===== src/rtl/sdram_init_pkg.sv =====
package sdram_init_pkg;
  // {cs_n, ras_n, cas_n, we_n}
  typedef enum logic [3:0] {
    CMD_MRS  = 4'b0000,
    CMD_REF  = 4'b0001,
    CMD_PALL = 4'b0010,
    CMD_NOP  = 4'b0111
  } sd_cmd_e;

  typedef enum logic [2:0] {
    ST_PWR, ST_PALL, ST_TRP, ST_FAST, ST_TRFC, ST_MRS, ST_TMRD, ST_RUN
  } seq_st_e;
endpackage


===== src/rtl/sdram_ref_timer.sv =====
module sdram_ref_timer #(
  parameter int FAST_IV = 32,
  parameter int OP_IV   = 736
) (
  input  logic clk,
  input  logic rst_n,
  input  logic en,
  input  logic op_sel,
  output logic tick
);
  localparam int MAX_IV = (FAST_IV > OP_IV) ? FAST_IV : OP_IV;
  localparam int CW     = $clog2(MAX_IV + 1);
  localparam logic [CW-1:0] FAST_M1 = CW'(FAST_IV - 1);
  localparam logic [CW-1:0] OP_M1   = CW'(OP_IV - 1);

  logic [CW-1:0] cnt_q;
  logic [CW-1:0] top_m1;

  assign top_m1 = op_sel ? OP_M1 : FAST_M1;
  assign tick   = en && (cnt_q == top_m1);

  always_ff @(posedge clk or negedge rst_n) begin
    if (!rst_n)             cnt_q <= '0;
    else if (!en)           cnt_q <= '0;
    else if (cnt_q == top_m1) cnt_q <= '0;
    else                    cnt_q <= cnt_q + 1'b1;
  end
endmodule


===== src/rtl/sdram_init_fsm.sv =====
module sdram_init_fsm
  import sdram_init_pkg::*;
#(
  parameter int PWRUP_CYC     = 9600000,
  parameter int TRP_CYC       = 1,
  parameter int FAST_HOLD_CYC = 128,
  parameter int TRFC_CYC      = 4,
  parameter int TMRD_CYC      = 1
) (
  input  logic    clk,
  input  logic    rst_n,
  input  logic    tick,
  output sd_cmd_e cmd,
  output logic    ready,
  output logic    tmr_en,
  output logic    tmr_op
);
  localparam int CNT_W = $clog2(PWRUP_CYC + TRP_CYC + FAST_HOLD_CYC + TRFC_CYC + TMRD_CYC + 1);

  seq_st_e          st_q;
  logic [CNT_W-1:0] cnt_q;
  logic [CNT_W-1:0] lim_m1;
  logic             done;

  always_comb begin
    case (st_q)
      ST_PWR:  lim_m1 = CNT_W'(PWRUP_CYC - 1);
      ST_TRP:  lim_m1 = CNT_W'(TRP_CYC - 1);
      ST_FAST: lim_m1 = CNT_W'(FAST_HOLD_CYC - 1);
      ST_TRFC: lim_m1 = CNT_W'(TRFC_CYC - 1);
      ST_TMRD: lim_m1 = CNT_W'(TMRD_CYC - 1);
      default: lim_m1 = '0;
    endcase
  end

  assign done = (st_q != ST_RUN) && (cnt_q == lim_m1);

  always_ff @(posedge clk or negedge rst_n) begin
    if (!rst_n) begin
      st_q  <= ST_PWR;
      cnt_q <= '0;
    end else if (done) begin
      st_q  <= seq_st_e'(st_q + 3'd1);
      cnt_q <= '0;
    end else if (st_q != ST_RUN) begin
      cnt_q <= cnt_q + 1'b1;
    end
  end

  always_comb begin
    case (st_q)
      ST_PALL: cmd = CMD_PALL;
      ST_MRS:  cmd = CMD_MRS;
      ST_FAST: cmd = tick ? CMD_REF : CMD_NOP;
      default: cmd = CMD_NOP;
    endcase
  end

  assign ready  = (st_q == ST_RUN);
  assign tmr_en = (st_q == ST_FAST) || (st_q == ST_RUN);
  assign tmr_op = (st_q == ST_RUN);
endmodule


===== src/rtl/sdram_cmd_drive.sv =====
module sdram_cmd_drive
  import sdram_init_pkg::*;
#(
  parameter int ADDR_W     = 25,
  parameter int MODE_VAL   = 34,
  parameter int MODE_SHIFT = 13,
  parameter int PALL_BIT   = 10
) (
  input  sd_cmd_e           cmd,
  output logic              cs_n,
  output logic              ras_n,
  output logic              cas_n,
  output logic              we_n,
  output logic [ADDR_W-1:0] addr
);
  localparam logic [ADDR_W-1:0] MRS_WORD  = ADDR_W'(MODE_VAL) << MODE_SHIFT;
  localparam logic [ADDR_W-1:0] PALL_WORD = ADDR_W'(1) << PALL_BIT;

  assign {cs_n, ras_n, cas_n, we_n} = cmd;

  always_comb begin
    case (cmd)
      CMD_MRS:  addr = MRS_WORD;
      CMD_PALL: addr = PALL_WORD;
      default:  addr = '0;
    endcase
  end
endmodule


===== src/rtl/sdram_init_seq.sv =====
module sdram_init_seq
  import sdram_init_pkg::*;
#(
  parameter int PWRUP_CYC     = 9600000,
  parameter int TRP_CYC       = 1,
  parameter int FAST_UNITS    = 2,
  parameter int FAST_HOLD_CYC = 128,
  parameter int TRFC_CYC      = 4,
  parameter int TMRD_CYC      = 1,
  parameter int REF_UNITS     = 46,
  parameter int MODE_VAL      = 34,
  parameter int LANE_W        = 2,
  parameter int BANK_CNT      = 4,
  parameter int COL_W         = 9,
  parameter int ROW_W         = 12,
  parameter int PALL_BIT      = 10
) (
  input  logic clk,
  input  logic rst_n,
  output logic cke,
  output logic cs_n,
  output logic ras_n,
  output logic cas_n,
  output logic we_n,
  output logic [LANE_W+$clog2(BANK_CNT)+COL_W+ROW_W-1:0] addr,
  output logic ready,
  output logic ref_req
);
  localparam int BANK_W     = $clog2(BANK_CNT);
  localparam int MODE_SHIFT = LANE_W + BANK_W + COL_W;
  localparam int ADDR_W     = MODE_SHIFT + ROW_W;
  localparam int FAST_IV    = FAST_UNITS * 16;
  localparam int OP_IV      = REF_UNITS * 16;

  sd_cmd_e cmd;
  logic    tick, tmr_en, tmr_op;

  assign cke     = 1'b1;
  assign ref_req = tick;

  sdram_ref_timer #(.FAST_IV(FAST_IV), .OP_IV(OP_IV)) u_tmr (
    .clk(clk), .rst_n(rst_n), .en(tmr_en), .op_sel(tmr_op), .tick(tick)
  );

  sdram_init_fsm #(
    .PWRUP_CYC(PWRUP_CYC), .TRP_CYC(TRP_CYC), .FAST_HOLD_CYC(FAST_HOLD_CYC),
    .TRFC_CYC(TRFC_CYC), .TMRD_CYC(TMRD_CYC)
  ) u_fsm (
    .clk(clk), .rst_n(rst_n), .tick(tick), .cmd(cmd),
    .ready(ready), .tmr_en(tmr_en), .tmr_op(tmr_op)
  );

  sdram_cmd_drive #(
    .ADDR_W(ADDR_W), .MODE_VAL(MODE_VAL), .MODE_SHIFT(MODE_SHIFT), .PALL_BIT(PALL_BIT)
  ) u_drv (
    .cmd(cmd), .cs_n(cs_n), .ras_n(ras_n), .cas_n(cas_n), .we_n(we_n), .addr(addr)
  );
endmodule


===== config.mk =====
export PLATFORM = sky130hd
export DESIGN_NAME = sdram_init_seq
export DESIGN_NICKNAME = d
export VERILOG_FILES = /design/src/rtl/sdram_init_pkg.sv /design/src/rtl/sdram_ref_timer.sv /design/src/rtl/sdram_init_fsm.sv /design/src/rtl/sdram_cmd_drive.sv /design/src/rtl/sdram_init_seq.sv
export SDC_FILE = /design/constraint.sdc
export NUM_CORES = 1
export LEC_CHECK = 0
export BUFFER_PORTS_ARGS = -buffer_cell sky130_fd_sc_hd__buf_2
export CORE_AREA = 4 4 73 75
export CTS_BUF_LIST = sky130_fd_sc_hd__clkbuf_8
export CTS_CLUSTER_DIAMETER = 40
export DETAILED_ROUTE_END_ITERATION = 8
export DIE_AREA = 0 0 77 79
export PLACE_DENSITY = 0.69
export SETUP_SLACK_MARGIN = 0.1
export SYNTH_ARGS = -nofsm -noshare
export SYNTH_HDL_FRONTEND = slang
export SYNTH_HIERARCHICAL = 1
export SYNTH_SLANG_ARGS = --single-unit

===== constraint.sdc =====
create_clock -name clk -period 7.4 [get_ports clk]
set_clock_uncertainty 0.15 [all_clocks]
set_input_delay 0 -clock clk [delete_from_list [all_inputs] [get_ports clk]]
set_output_delay 0 -clock clk [all_outputs]
set_load 0.05 [all_outputs]

==> metrics.yaml <==
global_routing:
  antenna_found_initial: 0
  grt_use_total: 0.1429
  grt_max_degree: 38
  globalRouteOverflowTotal: 0
  grt_pass1_vias: 1496
  grt_pass1_wl_um: 6948
worst_hold_path:
  hp-class: "input port to async pin"
yosys:
  synth_edf_count: 0
  seq_area_frac_synth: 0.4086
  synthMuxAreaShare: 0.01546
  netlist-cell-type-count: 42
  synth_compound_area_frac: 0.06792
  synth_top_area_share: 0.4086
  synthTopCellsByArea: "dfrtp_1, buf_4, xnor2_1, xor2_1, ha_1"
  synth_warnings: 6
  synth-simple-area-share: 0.2385
  synth_top_family_by_area: "simple AND/OR/NAND/NOR gates"
  syn_avg_cell_area_um2: 9.767
  yosys_most_used_dff: "dfrtp_1"
  ys_ff_latch: 37
  synth_fa_ha_area_frac: 0.04970
  yosys-top-cells-count: "dfrtp_1, buf_4, nor2_1, nand2_1"
  synth-async-reset-ratio: 1.000
  netlist_area_mm2: 0.002266
  synth_top_area_cell: "dfrtp_1"
  yosysMostFrequentCell: "dfrtp_1"
  synth_xor_area_frac: 0.1005
  netlist_instances: 232
timing:
  finalHoldViolations: 0
  setup_tns_ps: 0
  max_freq_ghz: 0.2614
  final.period_utilization: 0.5169
  slew_headroom: 0.2716
  setup_ws_ps: 3575
  rsz0062_at_grt: "false"
  finalSetupViolations: 0
  final.min_clock_period_ps: 3825
  maxSlewViolCount: 0
  worstMarginPinSlew_ps: 1088
placement:
  gp_congestion: 0.7629
  pre_cts_slack_ps: 3891
  io_buffers: 9
  dp_hpwl_um: 2717
critical_path:
  r2r-start: "u_fsm/st_q[0]"
  worstSetupStartpointType: "register"
  worst_ep_arrival_time_ps: 3670
  cp-end-kind: "output pin"
  critPathKind: "register to output pin"
  worst-r2r-cell-count: 7
  required_ps: 7250
  cp-startpoint: "u_fsm/st_q[0]"
  crit_fanout: 11
clock_network:
  clk_pin_slew_ps: 80
  cts_setup_buffers: 0
  post_cts_resized: 0
  cts_num_sinks: 37
  h-tree-depth: 2
  cts_tree: "built"
  cts_buffers: 5
  insertion_delay_ps: 290
  cts_buffer_depth: 2
  clockRootBuffer: "clkbuf_8"
floorplanning:
  die_height_um: 79
  io_pins: 34
  start_util: 0.4862
  dieArea_mm2: 0.006083
  core-area_mm2: 0.004661
  die_width_um: 77
  row_count: 25
drt:
  drtAntennaViolNets: 0
  drt_first_pass_iters: 4
  drc: 0
  vias_per_cell: 5.369
  first_iter_violations: 106
  route.detailed.wl_per_inst_um: 13.39
  vias: 1584
  wirelength_um: 3951
pwr:
  totalPowerFinal_mw: 0.3912
  ir_drop_uv: 78.16
  power_density_mw_per_mm2: 166.9
  p_leak_nw: 1.033
status:
  outcome: "finished clean"
cells_and_area:
  nFillCells: 436
  final_nets: 251
  num_antenna_cells: 0
  drive_gt1_frac: 0.1120
  syn_to_final_growth_pct: 3.424
job:
  maxCapViolCount: 0
[path summary, 6_finish.rpt]
kind | to | slack [ps]
min in group clk | u_tmr/cnt_q[0] | 340
max | addr[14] | 3580
min reg2reg | u_tmr/cnt_q[0] | 340
min | u_tmr/cnt_q[7] | 190
max reg2reg | u_fsm/st_q[1] | 4390
max in group asynchronous | u_fsm/cnt_q[17] | 6390
[worst max-delay path, cell delays in order, from the launching register on]
cell,delay [ps]
dfrtp_1,430
ha_1,270
ha_1,340
or4_4,590
a2111oi_4,560
and2_1,220
o22ai_1,150
a21o_1,220
nor4_2,280
buf_2,310
[cells in the final DEF, fill, tap and decap left out, types with 3 or more instances in the layout]
cell type / instances
a211oi_1: 3
a21oi_1: 4
buf_2: 9
clkbuf_8: 7
conb_1: 24
dfrtp_1: 37
ha_1: 9
inv_1: 6
nand2_1: 17
nand3_1: 13
nand4_1: 8
nor2_1: 20
nor3_1: 6
nor4_1: 4
o21ai_0: 5
or4_1: 6
xnor2_1: 13
xor2_1: 13
[area by class of cell]
class | instances | area, µm² | area share
flip-flops and latches | 37 | 925.9 | 0.3951
clock inverters | 1 | 5.005 | 0.002136
repair buffers | 11 | 62.56 | 0.02670
multi-input cells | 178 | 1160 | 0.4949
well taps | 54 | 67.56 | 0.02883
inverters | 7 | 26.28 | 0.01121
clock buffers | 7 | 96.34 | 0.04111
[sequential cells by signal (all words and copies together), names as in the netlist]
signal	count
u_fsm/cnt_q	24
u_fsm/st_q	3
u_tmr/cnt_q	10
[power breakdown]
part	internal (mW)	switching [mW]
sequential	0.202	0
clock	0.0842	0.0736
combinational	0.000552	0.0307
total	0.287	0.104
[logic make-up (layout without fill, tap and decap cells)]
logic type / after synthesis / after routing
other: 3 / 24
AOI/OAI and AO/OA: 21 / 21
buffers and inverters: 38 / 26
muxes: 3 / 3
and+or+nand+nor: 95 / 95
xor gates and xnor gates: 26 / 26
DFF: 37 / 37
adders and majority gates: 9 / 9
[metal layers]
| layer | global-route usage | share of wire | up-vias |
|---|---|---|---|
| li1 | - | - | 778 |
| met1 | 0.1901 | 0.48 | 754 |
| met2 | 0.2256 | 0.44 | 46 |
| met3 | 0.03288 | 0.060 | 6 |
| met4 | 0.05872 | 0.019 | 0 |
| met5 | 0 | 0 | - |
[through the flow]
stage	util	hold slack, ps	cell area, µm²	cells
floorplan	-	-445.6	2345	253
global placement	0.4789	3.913	2232	286
detailed placement	0.4789	5.640	2232	286
CTS	0.5028	226.5	2344	295
global route	0.5028	314.3	2344	295
finish	0.5028	185.8	2344	295
[repair_timing]
| action | in CTS | in global routing |
|---|---|---|
| setup endpoints to repair | 0 | 0 |
| hold endpoints to repair | 37 | 0 |
| hold buffers | 1 | 0 |
(Power assumes the default switching activity.)
